<file path="config.mk">
export PLATFORM = sky130hd
export DESIGN_NAME = wdt_two_stage
export DESIGN_NICKNAME = d
export VERILOG_FILES = /design/src/rtl/wdt_pkg.sv /design/src/rtl/wdt_sync.sv /design/src/rtl/wdt_timebase.sv /design/src/rtl/wdt_window.sv /design/src/rtl/wdt_two_stage.sv
export SDC_FILE = /design/constraint.sdc
export NUM_CORES = 1
export LEC_CHECK = 0
export ABC_AREA = 1
export BUFFER_PORTS_ARGS = -buffer_cell sky130_fd_sc_hd__buf_2
export CAP_MARGIN = 40
export CORE_MARGIN = 2
export CORE_UTILIZATION = 51
export DETAILED_ROUTE_END_ITERATION = 10
export GPL_TIMING_DRIVEN = 0
export PLACE_DENSITY_LB_ADDON = 0.25
export REMOVE_ABC_BUFFERS = 1
export SYNTH_ARGS = -nofsm -noshare
export SYNTH_HDL_FRONTEND = slang
export SYNTH_SLANG_ARGS = --single-unit
</file>
<file path="constraint.sdc">
create_clock -name clk_rc -period 4.4 [get_ports clk_rc]
set_input_delay 0.22 -clock clk_rc [delete_from_list [all_inputs] [get_ports clk_rc]]
set_output_delay 0.22 -clock clk_rc [all_outputs]
set_load 0.01 [all_outputs]
</file>
<file path="src/rtl/wdt_pkg.sv">
// Package: shared types and helpers for the two-stage watchdog.
// Assumes the period select is two bits wide; each step multiplies the
// period by 2^STEP_LOG2.
package wdt_pkg;

    typedef logic [1:0] wdt_sel_t;

    // Log2 of the first-stage period for a given select value.
    function automatic int unsigned wdt_period_log2(input int unsigned base_log2,
                                                    input int unsigned step_log2,
                                                    input wdt_sel_t    sel);
        return base_log2 + step_log2 * int'(sel);
    endfunction

endpackage

</file>
<file path="src/rtl/wdt_sync.sv">
// Module: multi-flop synchronizer for a bus of quasi-static control bits.
// Assumes each bit is independent, or changes rarely enough that skew
// between bits does not matter. Resets to all zeros.
module wdt_sync #(
    parameter int unsigned WIDTH  = 1,
    parameter int unsigned STAGES = 2
) (
    input  logic             clk,
    input  logic             rst_n,
    input  logic [WIDTH-1:0] din,
    output logic [WIDTH-1:0] dout
);
    localparam int unsigned NSTG = (STAGES < 2) ? 2 : STAGES;

    logic [NSTG-1:0][WIDTH-1:0] stg;

    // Shift the asynchronous input through the flop chain.
    always_ff @(posedge clk) begin
        if (!rst_n) begin
            stg <= '0;
        end else begin
            stg[0] <= din;
            for (int i = 1; i < NSTG; i++) begin
                stg[i] <= stg[i-1];
            end
        end
    end

    assign dout = stg[NSTG-1];

endmodule

</file>
<file path="src/rtl/wdt_timebase.sv">
// Module: first stage of the watchdog. It holds the active period select,
// counts RC cycles and sets the interrupt flag when the period expires.
// Assumes its inputs are already synchronous to clk. While the flag is set
// or a reset pulse is running, counting and reloading stop.
module wdt_timebase
    import wdt_pkg::*;
#(
    parameter int unsigned BASE_LOG2 = 12,
    parameter int unsigned STEP_LOG2 = 3
) (
    input  logic     clk,
    input  logic     rst_n,
    input  wdt_sel_t sel_s,
    input  logic     kick,
    input  logic     hold,
    input  logic     fire,
    output logic     int_flag
);
    localparam int unsigned CW = BASE_LOG2 + 3 * STEP_LOG2;

    wdt_sel_t      period_q;
    logic [CW-1:0] cnt;
    logic [CW:0]   lim_w;
    logic [CW-1:0] lim_m1;
    logic          running;
    logic          reload;
    logic          expire;

    // Terminal count of the active period.
    always_comb begin
        lim_w  = (CW+1)'(1) << wdt_period_log2(BASE_LOG2, STEP_LOG2, period_q);
        lim_m1 = lim_w[CW-1:0] - CW'(1);
    end

    assign running = !int_flag && !hold;
    assign reload  = running && (sel_s != period_q);
    assign expire  = running && !reload && (cnt == lim_m1);

    // Active period register: back to default on any reset, else follows the select.
    always_ff @(posedge clk) begin
        if (!rst_n) begin
            period_q <= '0;
        end else if (fire) begin
            period_q <= '0;
        end else if (reload) begin
            period_q <= sel_s;
        end
    end

    // Period counter: cleared by restart, reload or watchdog reset.
    always_ff @(posedge clk) begin
        if (!rst_n) begin
            cnt <= '0;
        end else if (kick || fire || reload) begin
            cnt <= '0;
        end else if (running) begin
            cnt <= (cnt == lim_m1) ? '0 : cnt + CW'(1);
        end
    end

    // Interrupt flag: set at expiry, cleared by restart or watchdog reset.
    always_ff @(posedge clk) begin
        if (!rst_n) begin
            int_flag <= 1'b0;
        end else if (kick || fire) begin
            int_flag <= 1'b0;
        end else if (expire) begin
            int_flag <= 1'b1;
        end
    end

    // While the flag is up the counter rests at zero.
    assert_idle_count_R2: assert property (@(posedge clk) disable iff (!rst_n)
        int_flag |-> (cnt == '0));

    // The select is frozen while the flag stays up.
    assert_sel_frozen_R9: assert property (@(posedge clk) disable iff (!rst_n)
        (int_flag && $past(int_flag)) |-> $stable(period_q));

endmodule

</file>
<file path="src/rtl/wdt_window.sv">
// Module: second stage of the watchdog. It times the window after the
// interrupt flag rises and generates the fixed-length reset request pulse.
// Assumes int_flag and kick are synchronous to clk, and that kick clears
// the flag in the same edge.
module wdt_window #(
    parameter int unsigned WIN_LOG2     = 9,
    parameter int unsigned PULSE_CYCLES = 4
) (
    input  logic clk,
    input  logic rst_n,
    input  logic int_flag,
    input  logic kick,
    input  logic rst_en_s,
    output logic fire,
    output logic rst_req
);
    localparam int unsigned PW   = $clog2(PULSE_CYCLES + 1);
    localparam int unsigned LW   = PW + 1;
    localparam logic [WIN_LOG2-1:0] WIN_LAST = '1;

    logic [WIN_LOG2-1:0] win_cnt;
    logic [PW-1:0]       pulse_cnt;
    logic [LW-1:0]       hi_len;

    assign fire    = int_flag && (win_cnt == WIN_LAST) && rst_en_s && !kick && (pulse_cnt == '0);
    assign rst_req = (pulse_cnt != '0);

    // Window counter: runs while the flag is up, saturates at its end.
    always_ff @(posedge clk) begin
        if (!rst_n || kick || !int_flag) begin
            win_cnt <= '0;
        end else if (win_cnt != WIN_LAST) begin
            win_cnt <= win_cnt + 1'b1;
        end
    end

    // Pulse generator: loads the pulse length on fire and counts down.
    always_ff @(posedge clk) begin
        if (!rst_n) begin
            pulse_cnt <= '0;
        end else if (fire) begin
            pulse_cnt <= PW'(PULSE_CYCLES);
        end else if (pulse_cnt != '0) begin
            pulse_cnt <= pulse_cnt - 1'b1;
        end
    end

    // Checker-only: length of the current high run of the reset request.
    always_ff @(posedge clk) begin
        if (!rst_n) begin
            hi_len <= '0;
        end else begin
            hi_len <= rst_req ? hi_len + 1'b1 : '0;
        end
    end

    assert_pulse_width_R5: assert property (@(posedge clk) disable iff (!rst_n)
        $fell(rst_req) |-> (hi_len == LW'(PULSE_CYCLES)));

    assert_req_after_flag_R4: assert property (@(posedge clk) disable iff (!rst_n)
        $rose(rst_req) |-> $past(int_flag));

endmodule

</file>
<file path="src/rtl/wdt_two_stage.sv">
// Module: two-stage watchdog top. It synchronizes the CPU-side controls
// into the RC domain and turns restart toggles into one-cycle strobes. It
// also joins the period stage and the window stage, and keeps the
// watchdog-reset status flag. Assumes kick_toggle is low while rst_n is low.
module wdt_two_stage
    import wdt_pkg::*;
#(
    parameter int unsigned BASE_LOG2    = 12,
    parameter int unsigned STEP_LOG2    = 3,
    parameter int unsigned WIN_LOG2     = 9,
    parameter int unsigned PULSE_CYCLES = 4,
    parameter int unsigned SYNC_STAGES  = 2
) (
    input  logic       clk_rc,
    input  logic       rst_n,
    input  logic       int_en,
    input  logic       rst_en,
    input  logic [1:0] period_sel,
    input  logic       kick_toggle,
    output logic       irq,
    output logic       int_flag,
    output logic       rst_req,
    output logic       wd_rst_flag
);
    localparam int unsigned SW = 5;

    logic [SW-1:0] ctl_s;
    logic          ien_s;
    logic          ren_s;
    wdt_sel_t      sel_s;
    logic          kick_s;
    logic          kick_prev;
    logic          kick_pulse;
    logic          fire;

    wdt_sync #(.WIDTH(SW), .STAGES(SYNC_STAGES)) sync_i (
        .clk  (clk_rc),
        .rst_n(rst_n),
        .din  ({int_en, rst_en, period_sel, kick_toggle}),
        .dout (ctl_s)
    );

    assign {ien_s, ren_s, sel_s, kick_s} = ctl_s;

    // Edge detector: remembers the last synchronized restart level.
    always_ff @(posedge clk_rc) begin
        if (!rst_n) begin
            kick_prev <= 1'b0;
        end else begin
            kick_prev <= kick_s;
        end
    end

    assign kick_pulse = kick_s ^ kick_prev;

    wdt_timebase #(.BASE_LOG2(BASE_LOG2), .STEP_LOG2(STEP_LOG2)) tb_i (
        .clk     (clk_rc),
        .rst_n   (rst_n),
        .sel_s   (sel_s),
        .kick    (kick_pulse),
        .hold    (rst_req),
        .fire    (fire),
        .int_flag(int_flag)
    );

    wdt_window #(.WIN_LOG2(WIN_LOG2), .PULSE_CYCLES(PULSE_CYCLES)) win_i (
        .clk     (clk_rc),
        .rst_n   (rst_n),
        .int_flag(int_flag),
        .kick    (kick_pulse),
        .rst_en_s(ren_s),
        .fire    (fire),
        .rst_req (rst_req)
    );

    // Status flag: set by a watchdog reset, cleared only by the system reset.
    always_ff @(posedge clk_rc) begin
        if (!rst_n) begin
            wd_rst_flag <= 1'b0;
        end else if (fire) begin
            wd_rst_flag <= 1'b1;
        end
    end

    assign irq = int_flag && ien_s;

    assert_fire_needs_enable_R6: assert property (@(posedge clk_rc) disable iff (!rst_n)
        $rose(rst_req) |-> $past(ren_s));

    assert_status_on_pulse_R5: assert property (@(posedge clk_rc) disable iff (!rst_n)
        rst_req |-> wd_rst_flag);

    assert_kick_drops_flag_R7: assert property (@(posedge clk_rc) disable iff (!rst_n)
        (kick_pulse && !rst_req) |=> !int_flag);

endmodule

</file>
==> metrics.csv <==
metric,value,unit
period_needed,2220,ps
die_h,73.8,um
end_kind,flop,
io_buffers,10,
avgRoutedWirePerCell,10.4,um
die_width,73.8,um
initial_core_util,0.529,
dp_hpwl,3.14,mm
peakVddDrop,0.396,mV
rows,25,
post_dp_cell_area,2560,um2
h-tree-depth,2,
cts-root-buf,clkbuf_8,
fill_cells,475,
postCtsResizedCells,0,
crit_fanout,21,
synth_area,2480,um2
cts_buffers,5,
min_period_over_period,0.504,
netSwitchingPower,328,uW
ctsHoldBuffers,0,
synth_top_flop_cell,dfxtp_1,
p_int,724,uW
fin_nets,361,
grt_max_degree,22,
setup_viol,0,
synthTopCellsByArea,"dfxtp_1 (39%), nand2_1 (11%), inv_1 (7.6%), nor2_2 (6.1%), xor2_1 (4.6%)",
antenna_cells,0,
ys_seq_area_frac,0.387,
final_area,2690,um2
clock-sinks,48,
hold-path-cell-count,3,
io_pins,11,
track_usage,0.174,
vias,1942,
worstSkewPairLatency,300,ps
fmax,451,MHz
p_comb_frac,0.224,
synth_edf_count,0,
globalplace.congestion,0.787,
rsz0062_at_grt,no,
first_global_vias,1760,
total_power,1.05,mW
outcome,finished clean,
async_flop_share,0,
viasPerCell,4.82,
synth_cell_types,31,
setup_tns,0,ps
p_clk_frac,0.319,
required,4570,ps
antenna_found_initial,0,
drc,0,
synth_top_area_share,0.387,
dr.pass1.iters,4,
p_sw_frac,0.311,
yosys-top-cells-count,"nand2_1 (71), inv_1 (50), dfxtp_1 (48)",
crit_path_start_kind,flop,
fin_cells,403,
leakagePower,1.13,nW
hold_viol_final,0,
drive_above_1_share,0.189,
grt-ovfl-total,0,
finClkSkew,11.4,ps
grt_pass1_wl,7.33,mm
clk_path_buf_depth,2,
clk_pin_slew,90,ps
worst_slew_pin_slew,626,ps
powerDensity,392,nW/um2
drv_cap,0,
cts_setup_buffers,0,
worst_ep_arrival_time,2390,ps
ys_ff_latch,48,
synth_top_area_cell,dfxtp_1,
yosys.cell_count.top_type,nand2_1,
finalMaxSlewViolations,0,
slew_headroom,0.581,
core,4690,um2
yosys_warnings,0,
syn_inst,335,
ff2ff_path_depth,9,
seqPwrFrac,0.457,
final_antenna_net_count,0,
hold_path_class,primary input to flop,
drt_iter0_drc,58,
dp.cells,395,
synthToLayoutAreaGrowth,8.22,%
syn_avg_cell_area,7.41,um2
die-area,5440,um2
criticalPathCategory,flop to flop,
finalWirelength,4.19,mm
cts_tree,built,
final cells by class:
cell class | instances | area (um2) | share of cell area
Clock inverter | 2 | 38.8 | 0.0144
Sequential cell | 48 | 961 | 0.358
Timing Repair Buffer | 10 | 50.0 | 0.0186
Clock buffer | 6 | 82.6 | 0.0308
Multi-Input combinational cell | 229 | 1280 | 0.478
Inverter | 54 | 203 | 0.0755
Tap cell | 54 | 67.6 | 0.0252
layer usage:
layer	vias up	wire, um	GRT usage
li1	1061	-	-
met1	853	2060	0.217
met3	4	149	0.0453
met2	24	1940	0.295
met4	0	44	0.0485
met5	-	0	0
logic make-up (layout without fill, tap and decap cells):
kind of cell | count (synthesis) | after routing | synth area share
xor+xnor | 16 | 16 | 0.0595
simple gates | 177 | 177 | 0.364
buf+inv | 59 | 72 | 0.0973
compound gates | 28 | 28 | 0.0605
flops | 48 | 48 | 0.387
fa+ha+maj | 6 | 6 | 0.0303
other cells | 1 | 2 | 0.00151
worst max-delay path, stage by stage, from the launching register on:
cell	delay [ps]
dfxtp_1	370
ha_1	190
nand3_1	120
nor3_1	170
ha_1	320
nand4_2	180
nand3_1	140
nor2_2	50
nand2_2	460
nor2_2	80
state kept, by name (all words and copies together) (netlist names):
name,cells
tb_i.int_flag,1
wd_rst_flag,1
kick_prev,1
sync_i.stg,5
tb_i.cnt,21
tb_i.period_q,2
sync_i.dout,5
win_i.win_cnt,9
win_i.pulse_cnt,3
per-stage QoR:
step | setup slack (ps) | utilization | hold WS (ps)
floorplan | 2500 | - | 313
CTS | 2130 | 0.572 | 89.3
global placement | 2190 | 0.546 | 393
global route | 1950 | 0.572 | 85.5
finish | 2180 | 0.572 | 97.3
detailed placement | 2140 | 0.546 | 397
path summary, 6_finish.rpt:
path | startpoint | end | slack (ps)
max | win_i.win_cnt[1]$_SDFFE_PP0P_ | tb_i.cnt[15]$_SDFFE_PP0P_ | 2180
min | rst_en | sync_i.stg[3]$_SDFF_PN0_ | 100
max reg2reg | win_i.win_cnt[1]$_SDFFE_PP0P_ | tb_i.cnt[15]$_SDFFE_PP0P_ | 2180
min reg2reg | sync_i.stg[3]$_SDFF_PN0_ | sync_i.dout[3]$_SDFF_PN0_ | 420
placed cells by master (no fill, tap or decap), drive strengths merged, types with 3 or more instances in the layout:
cell type	n
nor3	12
nor2	58
nand3	23
xnor2	3
xor2	13
dfxtp	48
nand4	7
or2	3
nand2	74
buf	10
o21ai	8
ha	6
clkbuf	6
inv	54
a21oi	17
power by group through the flow:
stage                     clock network, mW  logic, mW  registers [mW]
after detailed placement                  0      0.238           0.491
after global routing                  0.361      0.273           0.484
after global placement                    0      0.234           0.490
after floorplan                           0      0.192           0.486
final                                 0.335      0.236           0.480
after CTS                             0.345      0.239           0.481
Note: power is estimated with default switching activity, not from simulation.
